<file path="src/rtl/cbd_pkg.sv">
package cbd_pkg;

    localparam int SEGS        = 5;
    localparam int GAUGE_W     = 4;
    localparam int GAUGE_STEPS = 16;

    typedef enum logic [1:0] {
        BAND_NORM   = 2'd0,
        BAND_COLD   = 2'd1,
        BAND_FROZEN = 2'd2
    } band_e;

    typedef struct packed {
        logic [GAUGE_W-1:0] level;
        logic [SEGS-1:0]    lit;
        logic               low;
    } gauge_t;

    // Next temperature band; 0..hyst-1 keeps the previous band (frozen relaxes to cold)
    function automatic band_e band_step(input band_e cur, input logic signed [7:0] t, input int hyst);
        band_e nb;
        if (t < -8'sd20)
            nb = BAND_FROZEN;
        else if (t < 8'sd0)
            nb = BAND_COLD;
        else if (int'(t) >= hyst)
            nb = BAND_NORM;
        else if (cur == BAND_FROZEN)
            nb = BAND_COLD;
        else
            nb = cur;
        return nb;
    endfunction

endpackage

</file>
<file path="src/rtl/cbd_timebase.sv">
module cbd_timebase #(
    parameter int TICK_DIV    = 312,
    parameter int MUX_SLOTS   = 10,
    parameter int BLINK_TICKS = 400,
    parameter int HOLD_TICKS  = 12800,
    localparam int SW = $clog2(MUX_SLOTS)
) (
    input  logic          clk,
    input  logic          rst,
    input  logic          btn_n,
    output logic [SW-1:0] slot,
    output logic          blink_on,
    output logic          hold_on
);
    localparam int DW = $clog2(TICK_DIV + 1);
    localparam int BW = $clog2(BLINK_TICKS + 1);
    localparam int HW = $clog2(HOLD_TICKS + 1);

    logic [DW-1:0] div_cnt;
    logic [BW-1:0] blink_cnt;
    logic [HW-1:0] hold_cnt;
    logic          tick;
    logic          btn_q;
    logic          btn_fall;

    assign tick     = (div_cnt == DW'(TICK_DIV - 1));
    assign btn_fall = btn_q && !btn_n;
    assign hold_on  = (hold_cnt != '0);

    always_ff @(posedge clk) begin
        if (rst)       div_cnt <= '0;
        else if (tick) div_cnt <= '0;
        else           div_cnt <= div_cnt + 1'b1;
    end

    always_ff @(posedge clk) begin
        if (rst) begin
            slot <= '0;
        end else if (tick) begin
            if (slot == SW'(MUX_SLOTS - 1)) slot <= '0;
            else                            slot <= slot + 1'b1;
        end
    end

    always_ff @(posedge clk) begin
        if (rst) begin
            blink_cnt <= '0;
            blink_on  <= 1'b1;
        end else if (tick) begin
            if (blink_cnt == BW'(BLINK_TICKS - 1)) begin
                blink_cnt <= '0;
                blink_on  <= !blink_on;
            end else begin
                blink_cnt <= blink_cnt + 1'b1;
            end
        end
    end

    always_ff @(posedge clk) begin
        if (rst) begin
            btn_q    <= 1'b1;
            hold_cnt <= '0;
        end else begin
            btn_q <= btn_n;
            if (btn_fall)
                hold_cnt <= HW'(HOLD_TICKS);
            else if (tick && hold_cnt != '0)
                hold_cnt <= hold_cnt - 1'b1;
        end
    end

    AST_HOLD_START: assert property (@(posedge clk) disable iff (rst)
        (btn_q && !btn_n) |=> hold_on);
    AST_SLOT_RANGE: assert property (@(posedge clk) disable iff (rst)
        int'(slot) < MUX_SLOTS);
    AST_HOLD_BOUND: assert property (@(posedge clk) disable iff (rst)
        int'(hold_cnt) <= HOLD_TICKS);

endmodule

</file>
<file path="src/rtl/cbd_gauge.sv">
module cbd_gauge
    import cbd_pkg::*;
#(
    parameter int CHG_W = 16,
    parameter int HYST  = 4
) (
    input  logic              clk,
    input  logic              rst,
    input  logic [CHG_W-1:0]  chg,
    input  logic [CHG_W-1:0]  full_ref,
    input  logic signed [7:0] temp_c,
    output gauge_t            g_q,
    output band_e             band_q
);
    localparam int PW = CHG_W + 6;

    logic [PW-1:0] scaled;      // 4 x derated charge
    logic [PW-1:0] ref_x;
    logic [GAUGE_STEPS-1:1] step_ge;
    logic [SEGS-1:0] lit_d;
    logic [GAUGE_W-1:0] level_d;
    logic low_d;

    assign ref_x = PW'(full_ref);

    always_comb begin
        unique case (band_q)
            BAND_COLD:   scaled = PW'(chg) * PW'(3);
            BAND_FROZEN: scaled = PW'(chg) << 1;
            default:     scaled = PW'(chg) << 2;
        endcase
    end

    for (genvar k = 1; k < GAUGE_STEPS; k++) begin : g_step
        assign step_ge[k] = (scaled << 2) >= (ref_x * PW'(k));
    end

    for (genvar i = 0; i < SEGS; i++) begin : g_seg
        assign lit_d[i] = (scaled * PW'(5)) > (ref_x * PW'(4 * i));
    end

    assign low_d = (scaled * PW'(10)) < (ref_x << 2);

    always_comb begin
        level_d = '0;
        for (int k = 1; k < GAUGE_STEPS; k++)
            level_d = level_d + GAUGE_W'(step_ge[k]);
    end

    always_ff @(posedge clk) begin
        if (rst) begin
            band_q <= BAND_NORM;
            g_q    <= '0;
        end else begin
            band_q   <= band_step(band_q, temp_c, HYST);
            g_q.level <= level_d;
            g_q.lit   <= lit_d;
            g_q.low   <= low_d;
        end
    end

    AST_FROZEN_ENTRY: assert property (@(posedge clk) disable iff (rst)
        (temp_c < -8'sd20) |=> (band_q == BAND_FROZEN));
    AST_NORM_ENTRY: assert property (@(posedge clk) disable iff (rst)
        (int'(temp_c) >= HYST) |=> (band_q == BAND_NORM));
    AST_BAND_KEEP: assert property (@(posedge clk) disable iff (rst)
        (temp_c >= 8'sd0 && int'(temp_c) < HYST && band_q != BAND_FROZEN)
        |=> $stable(band_q));
    AST_FULL_SCALE: assert property (@(posedge clk) disable iff (rst)
        (band_q == BAND_NORM && full_ref != '0 && chg >= full_ref)
        |=> (g_q.level == 4'd15 && &g_q.lit));

endmodule

</file>
<file path="src/rtl/cbd_frame.sv">
module cbd_frame
    import cbd_pkg::*;
#(
    parameter int MUX_SLOTS = 10,
    parameter int ON_SLOTS  = 3,
    localparam int SW = $clog2(MUX_SLOTS)
) (
    input  logic            clk,
    input  logic            rst,
    input  logic [SEGS-1:0] lit,
    input  logic            low,
    input  logic            empty_flag,
    input  logic [SW-1:0]   slot,
    input  logic            blink_on,
    input  logic            hold_on,
    input  logic            chg_show,
    input  logic            fast_dis,
    input  logic            show_off,
    input  logic [7:0]      ovr_reg,
    output logic [SEGS-1:0] seg_q
);
    localparam int HALF = MUX_SLOTS / 2;

    logic bank_a_on, bank_b_on, shown, warn;
    logic [SEGS-1:0] drive;

    assign bank_a_on = int'(slot) < ON_SLOTS;
    assign bank_b_on = int'(slot) >= HALF && int'(slot) < HALF + ON_SLOTS;
    assign shown     = (hold_on || chg_show || fast_dis) && !show_off;
    assign warn      = low || empty_flag;

    for (genvar i = 0; i < SEGS; i++) begin : g_drv
        logic want, bank_ok;
        if (i == 0) begin : g_first
            assign want = warn ? blink_on : lit[0];
        end else begin : g_rest
            assign want = lit[i];
        end
        if (i % 2 == 0) begin : g_bank_a
            assign bank_ok = bank_a_on;
        end else begin : g_bank_b
            assign bank_ok = bank_b_on;
        end
        assign drive[i] = want && bank_ok && shown;
    end

    always_ff @(posedge clk) begin
        if (rst)             seg_q <= '0;
        else if (ovr_reg[0]) seg_q <= ovr_reg[5:1];
        else                 seg_q <= drive;
    end

    AST_BANK_EXCL: assert property (@(posedge clk) disable iff (rst)
        !ovr_reg[0] |=> !(|(seg_q & 5'b10101) && |(seg_q & 5'b01010)));
    AST_OVR_PASS: assert property (@(posedge clk) disable iff (rst)
        ovr_reg[0] |=> (seg_q == $past(ovr_reg[5:1])));
    AST_OFF_DARK: assert property (@(posedge clk) disable iff (rst)
        (show_off && !ovr_reg[0]) |=> (seg_q == '0));
    AST_IDLE_DARK: assert property (@(posedge clk) disable iff (rst)
        (!hold_on && !chg_show && !fast_dis && !ovr_reg[0]) |=> (seg_q == '0));

endmodule

</file>
<file path="src/rtl/cap_bar_display.sv">
module cap_bar_display
    import cbd_pkg::*;
#(
    parameter int CHG_W       = 16,
    parameter int HYST        = 4,
    parameter int TICK_DIV    = 312,
    parameter int MUX_SLOTS   = 10,
    parameter int ON_SLOTS    = 3,
    parameter int BLINK_TICKS = 400,
    parameter int HOLD_TICKS  = 12800
) (
    input  logic              clk,
    input  logic              rst,
    input  logic [CHG_W-1:0]  avail_chg,
    input  logic [CHG_W-1:0]  learned_cap,
    input  logic [CHG_W-1:0]  prog_cap,
    input  logic              abs_mode,
    input  logic signed [7:0] temp_c,
    input  logic              empty_flag,
    input  logic              btn_n,
    input  logic              chg_show,
    input  logic              fast_dis,
    input  logic              show_off,
    input  logic [7:0]        ovr_reg,
    output logic [4:0]        seg_drv,
    output logic [3:0]        gauge
);
    localparam int SW = $clog2(MUX_SLOTS);

    logic [CHG_W-1:0] full_ref;
    logic [SW-1:0]    slot;
    logic             blink_on, hold_on;
    gauge_t           g_q;
    band_e            band_q;

    assign full_ref = abs_mode ? prog_cap : learned_cap;
    assign gauge    = g_q.level;

    cbd_timebase #(
        .TICK_DIV(TICK_DIV), .MUX_SLOTS(MUX_SLOTS),
        .BLINK_TICKS(BLINK_TICKS), .HOLD_TICKS(HOLD_TICKS)
    ) u_time (
        .clk(clk), .rst(rst), .btn_n(btn_n),
        .slot(slot), .blink_on(blink_on), .hold_on(hold_on)
    );

    cbd_gauge #(.CHG_W(CHG_W), .HYST(HYST)) u_gauge (
        .clk(clk), .rst(rst), .chg(avail_chg), .full_ref(full_ref),
        .temp_c(temp_c), .g_q(g_q), .band_q(band_q)
    );

    cbd_frame #(.MUX_SLOTS(MUX_SLOTS), .ON_SLOTS(ON_SLOTS)) u_frame (
        .clk(clk), .rst(rst), .lit(g_q.lit), .low(g_q.low),
        .empty_flag(empty_flag), .slot(slot), .blink_on(blink_on),
        .hold_on(hold_on), .chg_show(chg_show), .fast_dis(fast_dis),
        .show_off(show_off), .ovr_reg(ovr_reg), .seg_q(seg_drv)
    );

    AST_RESET_DARK: assert property (@(posedge clk)
        rst |=> (seg_drv == '0 && gauge == '0));

endmodule

</file>
<file path="config.mk">
export PLATFORM = sky130hd
export DESIGN_NAME = cap_bar_display
export DESIGN_NICKNAME = d
export VERILOG_FILES = /design/src/rtl/cbd_pkg.sv /design/src/rtl/cbd_timebase.sv /design/src/rtl/cbd_gauge.sv /design/src/rtl/cbd_frame.sv /design/src/rtl/cap_bar_display.sv
export SDC_FILE = /design/constraint.sdc
export NUM_CORES = 1
export LEC_CHECK = 0
export ABC_AREA = 1
export CORE_MARGIN = 5
export CORE_UTILIZATION = 50
export CTS_BUF_LIST = sky130_fd_sc_hd__clkbuf_8
export CTS_CLUSTER_SIZE = 10
export DETAILED_ROUTE_END_ITERATION = 10
export PLACE_DENSITY = 0.68
export RECOVER_POWER = 50
export SYNTH_ARGS = -nofsm -noshare
export SYNTH_HDL_FRONTEND = slang
export SYNTH_SLANG_ARGS = --single-unit
</file>
<file path="constraint.sdc">
create_clock -name clk -period 12.7 [get_ports clk]
set_input_delay 3.175 -clock clk [delete_from_list [all_inputs] [get_ports clk]]
set_output_delay 3.175 -clock clk [all_outputs]
set_load 0.005 [all_outputs]
</file>
==> summary.txt, run 1 <==
Outcome
  – Status: finished, final reports clean

Yosys
  – Most area-consuming cells after synthesis: ha_1 34%, nand2_1 9.5%, fa_1 8.9%
  – Post-synth top area share: 0.3424
  – Post-synthesis async set-or-reset flop share: 0
  – Post-synth top cells: 523 x ha_1, 485 x nand2_1, 326 x inv_1
  – Syn Area/Cell: 7.229 sq um
  – Post-synth EDFFs: 0
  – Seq/Total Area, Yosys: 0.05761
  – Post-synth cell types: 59
  – Biggest area consumer among synthesized cells: ha_1
  – Synthesized net count: 3324
  – Post-Synthesis Cells: 2644
  – Synth Warn #: 0
  – Cell Area, Synth: 19110 sq um
  – Main synth FF type: dfxtp_1
  – Synthesized flop and latch total: 55
  – Top-count cell post-synth: ha_1

Drt
  – Detail Route Antenna Nets: 0
  – DRC Markers: 0
  – Final wirelength: 57.27 mm
  – Pre-Repair DR Iteration Count: 6
  – WL/cell: 17.53 microns
  – Initial DRC Count: 1168
  – Vias per cell: 5.708
  – Routed vias: 18650

Pwr
  – Worst VDD drop: 0.1727 mV
  – Sequential share of power: 0.056
  – Sw Ratio: 0.5697
  – Combinational power share: 0.918
  – Clk pwr share: 0.026
  – P_leak: 10.60 nW
  – Pwr/cell area: 171.1 nW/um^2
  – Design Power: 3.573 mW
  – Switching pwr: 2.036 mW
  – Pint: 1.538 mW

Clock tree
  – Postcts setup bufs: 0
  – CTS tree: built
  – Hold Buf Count CTS: 0
  – H-Tree Depth: 2
  – Clock transition at the registers of the reported paths: 80 ps
  – Root buffer cell: clkbuf_8
  – Clk Latency, worst-skew pair: 310 ps
  – CTS Buf Count: 5
  – Max clock buf depth: 2
  – CTS resizes: 0
  – Clock sinks: 55

STA
  – Final worst-path cycle share: 0.9232
  – PnR worst setup slack: 975.0 ps
  – Slew margin rel.: 0.3009
  – Clock Skew: 9.846 ps
  – Final min period: 11730 ps
  – Slew @ Worst Pin: 1049 ps
  – RSZ-0062 raised after global routing: false
  – Final Hold Fails: 0
  – Hold slack final: 468.9 ps
  – Max Slew Vio Count: 0
  – FMAX: 85.29 MHz
  – Total Neg Setup Slack: 0 ps
  – Final setup fails: 0

GRT
  – Number of global-route vias before repair: 18470
  – Initial antenna violation count: 0
  – Aggregate global-route resource usage: 0.2700
  – Total gr overflow: 0
  – Largest net degree at the start of global routing: 23
  – Global-route wire length before repair: 92.83 mm

Floorplan
  – Initial core utilization: 0.5074
  – Standard-cell rows: 71
  – Die Ht: 205.5 microns
  – Die X-Extent: 205.5 microns
  – Die area: 42240 sq um
  – Core area: 37670 sq um
  – Ports: 81

Finish
  – Share of post-route cells with drive strength above 1: 0.04717
  – Synthesis-to-finish area growth: 9.256%
  – Nets: 3435
  – # diodes: 0
  – Fin area: 20880 sq um

Setup path
  – Setup crit start kind: primary input
  – Max incr delay on CP: 850 ps
  – Critical Path End Type: register
  – Critical Path RT: 12860 ps
  – Critical Path AT: 11880 ps
  – Crit Path Class: in -> reg
  – Crit Path Max Fanout: 17
  – Slowest-stage cell, CP: clkdlybuf4s50_1

Placed design
  – Port Buf Inserts: 76
  – Placed Area: 20800 sq um
  – Post-DP HPWL: 47.46 mm
  – Worst slack, placed: 750.7 ps
  – Final Wtd Congestion: 0.9278

Flow run
  – Max Cap Viol: 0

Hold path
  – Hold WC Path Type: reg -> reg
[power groups by stage]
stage          Sequential [mW]  Combinational, mW  Clock, mW
2_1_floorplan            0.201               2.47          0
3_3_place_gp             0.204               3.12          0
3_5_place_dp             0.204               3.25          0
4_1_cts                  0.200               3.28     0.0973
5_1_grt                  0.201               3.80      0.106
6_report                 0.199               3.28     0.0930
[final cells by class]
class | instances | area, sq um
Fill cell | 3686 | 16780
Multi-Input combinational cell | 2236 | 16710
Inverter | 338 | 1271
Sequential cell | 55 | 1101
Timing Repair Buffer | 119 | 1080
Tap cell | 511 | 639.4
Clock buffer | 5 | 68.82
Clock inverter | 3 | 16.27
[metal layers]
layer | up-vias | part of all wire | routed length (microns) | global-route usage
li1 | 9396 | - | - | -
met1 | 8724 | 0.45 | 25930 | 0.3572
met2 | 424 | 0.46 | 26470 | 0.4674
met3 | 104 | 0.045 | 2550 | 0.01765
met4 | 0 | 0.040 | 2317 | 0.09163
met5 | - | 0 | 0 | 0
[state kept, by name, summed over array words and instances, names as in the netlist]
name	count
u_time.hold_cnt	14
u_time.btn_q	1
u_frame.seg_q	5
u_time.blink_cnt	9
u_time.slot	4
u_gauge.band_q	2
u_time.blink_on	1
u_time.div_cnt	9
u_gauge.g_q	10
[metrics by stage]
step / instances / util
3_5_place_dp: 3259 / 0.5523
2_1_floorplan: 2644 / -
6_report: 3267 / 0.5544
5_1_grt: 3267 / 0.5544
4_1_cts: 3267 / 0.5545
3_3_place_gp: 3259 / 0.5523
[cell families after synthesis]
logic type,after synthesis,synth area share
buf+inv,353,0.07031
compound gates,569,0.1694
fa+ha+maj,608,0.4314
simple gates,946,0.2196
xor+xnor,113,0.05178
flops,55,0.05761
[critical path, delay by kind of cell]
family / cells / cell delay [ps]
and+or+nand+nor: 5 / 1170
xor gates and xnor gates: 2 / 270
AOI/OAI and AO/OA: 7 / 1500
adders and majority gates: 10 / 3990
buffers and inverters: 9 / 1750
[placed cells by master (no fill, tap or decap), types with 42 or more instances in the layout]
master           Yosys  layout
ha_1               523     523
nand2_1            485     485
inv_1              326     327
a21oi_1            310     300
nor2_1             166     166
nand3_1            106     106
o21ai_0            107      99
fa_1                85      85
clkdlybuf4s50_1      0      75
xor2_1              66      66
nor3_1              56      56
dfxtp_1             55      55
nand4_1             49      49
xnor2_1             47      47
buf_4                4      42
[final timing paths]
check	start	endpoint	slack, ps	depth (start not counted)
max	abs_mode	u_gauge.g_q[8]	970	33
min	u_time.div_cnt[0]	u_time.div_cnt[0]	470	1
min reg2reg	u_time.div_cnt[0]	u_time.div_cnt[0]	470	1
max reg2reg	u_gauge.band_q[0]	u_gauge.g_q[8]	5220	26
No activity file was read; power rests on OpenSTA's default activity.
==> run 2: changes to the inputs <==
--- a/config.mk
+++ b/config.mk
@@ -9,7 +9,6 @@
 export CORE_MARGIN = 5
 export CORE_UTILIZATION = 50
 export CTS_BUF_LIST = sky130_fd_sc_hd__clkbuf_8
-export CTS_CLUSTER_SIZE = 10
 export DETAILED_ROUTE_END_ITERATION = 10
 export PLACE_DENSITY = 0.68
 export RECOVER_POWER = 50
==> results of run 2 <==
The final DEF is identical to that of run 1; final timing and power are the same.
==> run 3: changes to the inputs <==
--- a/config.mk
+++ b/config.mk
@@ -6,12 +6,14 @@
 export NUM_CORES = 1
 export LEC_CHECK = 0
 export ABC_AREA = 1
+export CORE_ASPECT_RATIO = 0.75
 export CORE_MARGIN = 5
 export CORE_UTILIZATION = 50
 export CTS_BUF_LIST = sky130_fd_sc_hd__clkbuf_8
 export DETAILED_ROUTE_END_ITERATION = 10
 export PLACE_DENSITY = 0.68
 export RECOVER_POWER = 50
+export SLEW_MARGIN = 20
 export SYNTH_ARGS = -nofsm -noshare
 export SYNTH_HDL_FRONTEND = slang
 export SYNTH_SLANG_ARGS = --single-unit
==> summary.txt, run 3 (synthesis results as in run 1) <==
Outcome
  – Status: finished, final reports clean

Setup path
  – Critical Path RT: 12870 ps (about the same)
  – Max incr delay on CP: 540 ps (-310 ps)
  – Slowest-stage cell, CP: fa_1
  – Critical Path AT: 11910 ps (+30 ps)
  – Crit Path Class: in -> reg
  – Crit Path Max Fanout: 17 (unchanged)
  – Critical Path End Type: register
  – CP dominant cell by count: fa_1
  – Setup crit start kind: primary input
  – Reg2reg setup slack: 5370 ps (+150 ps)

Finish
  – Nets: 3434 (-0.029%)
  – Fin area: 20890 sq um (about the same)
  – # diodes: 0 (unchanged)
  – Biggest regs: u_time.hold_cnt (14), u_gauge.g_q (10)
  – Core Util, Final: 0.5495 (-0.004938)
  – Most flop-heavy register: u_time.hold_cnt
  – Commonest non-fill, non-tap cell in the layout: ha_1
  – Filler cell count: 3690 (+0.11%)
  – Share of post-route cells with drive strength above 1: 0.04755 (+0.0003801)
  – Synthesis-to-finish area growth: 9.276% (about the same)
  – Largest register FFs: 14 (unchanged)
  – Commonest cells after routing, fill and taps aside: 523 x ha_1, 485 x nand2_1, 327 x inv_1, 300 x a21oi_1, 166 x nor2_1
  – Post-route insts no fill: 3267 (unchanged)

Floorplan
  – Ports: 81 (unchanged)
  – Die Ht: 179.3 microns (-13%)
  – Standard-cell rows: 62 (-13%)
  – Core area: 38010 sq um (+0.92%)
  – Die area: 42280 sq um (about the same)
  – Die X-Extent: 235.8 microns (+15%)
  – Initial core utilization: 0.5028 (-0.004610)

STA
  – PnR worst setup slack: 960.1 ps (-14.82 ps)
  – Slew @ Worst Pin: 1188 ps (+139.4 ps)
  – FMAX: 85.18 MHz (-0.13%)
  – Final worst-path cycle share: 0.9244 (+0.001167)
  – Max Slew Vio Count: 0 (unchanged)
  – Final Hold Fails: 0 (unchanged)
  – Slew margin rel.: 0.2080 (-0.09290)
  – Clock Skew: 13.84 ps (+3.992 ps)
  – Final min period: 11740 ps (+14.83 ps)
  – RSZ-0062 raised after global routing: false
  – Total Neg Setup Slack: 0 ps (unchanged)
  – Final setup fails: 0 (unchanged)
  – Hold slack final: 448.4 ps (-20.51 ps)

Clock tree
  – CTS tree: built
  – Postcts setup bufs: 0 (unchanged)
  – CTS Buf Count: 5 (unchanged)
  – CTS resizes: 0 (unchanged)
  – H-Tree Depth: 2 (unchanged)
  – Hold Buf Count CTS: 0 (unchanged)
  – Max clock buf depth: 2 (unchanged)
  – Clk Latency, worst-skew pair: 320 ps (about the same)
  – Root buffer cell: clkbuf_8
  – Clock transition at the registers of the reported paths: 100 ps (+20 ps)
  – Clock sinks: 55 (unchanged)

GRT
  – Number of global-route vias before repair: 17980 (-2.7%)
  – Largest net degree at the start of global routing: 23 (unchanged)
  – Global-route wire length before repair: 96.63 mm (+4.1%)
  – Total gr overflow: 0 (unchanged)
  – Aggregate global-route resource usage: 0.2821 (+0.01208)
  – Initial antenna violation count: 2 (+2)

Placed design
  – Final Wtd Congestion: 0.9571 (+3.2%)
  – Worst slack, placed: 746.2 ps (-4.501 ps)
  – Port Buf Inserts: 76 (unchanged)
  – Placed Area: 20810 sq um (about the same)
  – Post-DP HPWL: 49.45 mm (+4.2%)
  – Placed insts: 3259 (unchanged)

Hold path
  – Hold WC Path Type: reg -> reg

Pwr
  – Pwr/cell area: 175.0 nW/um^2 (+2.2%)
  – P_leak: 10.60 nW (about the same)
  – Design Power: 3.654 mW (+2.3%)
  – Worst VDD drop: 0.1487 mV (-14%)

Drt
  – Initial DRC Count: 1577 (+35%)
  – WL/cell: 18.71 microns (+6.7%)
  – Vias per cell: 5.845 (+2.4%)
  – Routed vias: 19100 (+2.4%)
  – Final wirelength: 61.13 mm (+6.7%)
  – DRC Markers: 0 (unchanged)
  – Detail Route Antenna Nets: 0 (unchanged)
  – Pre-Repair DR Iteration Count: 6 (unchanged)

Flow run
  – Max Cap Viol: 0 (unchanged)
-- run 3: cell count changes in the layout (fill, tap and decap cells not counted), sizes merged --
cell / previous run / this run
buf: 42 / 41
clkdlybuf4s50: 75 / 74
dlygate4sd3: 1 / 2
-- run 3: worst paths after layout --
path	from	end	depth (start not counted)
min reg2reg	u_gauge.g_q[2]	u_frame.seg_q[1]	2
max reg2reg	u_gauge.band_q[1]	u_gauge.g_q[8]	27
min	u_gauge.g_q[2]	u_frame.seg_q[1]	2
max	abs_mode	u_gauge.g_q[8]	35
-- run 3: cell type report --
class / instances / area (sq um) / area share
Multi-Input combinational cell: 2236 / 16720 / 0.8003
Inverter: 338 / 1271 / 0.06086
Timing Repair Buffer: 118 / 1072 / 0.05134
Tap cell: 512 / 640.6 / 0.03067
Sequential cell: 55 / 1101 / 0.05272
Clock buffer: 5 / 68.82 / 0.003295
Clock inverter: 3 / 16.27 / 0.0007788
-- run 3: metal layers --
metal  up-vias  GRT usage  wire length (microns)
met1      8895     0.4103                  28890
li1       9373          -                      -
met3       119    0.04459                   5391
met5         -          0                      0
met4         0    0.07350                   1643
met2       710     0.4374                  25210
-- run 3: worst max-delay path: cells and delay by family --
family          cells  cell delay [ps]
fa+ha+maj          10             3960
simple gates        7             1210
xor+xnor            2              310
buf+inv             9             1760
compound gates      7             1510
-- run 3: where the power goes --
| part | total [mW] | internal, mW | leakage, nW | switching, mW |
|---|---|---|---|---|
| sequential | 0.199 | 0.193 | 0.449 | 0.00606 |
| clock | 0.0958 | 0.0379 | 0.0453 | 0.0579 |
| combinational | 3.36 | 1.31 | 10.1 | 2.05 |
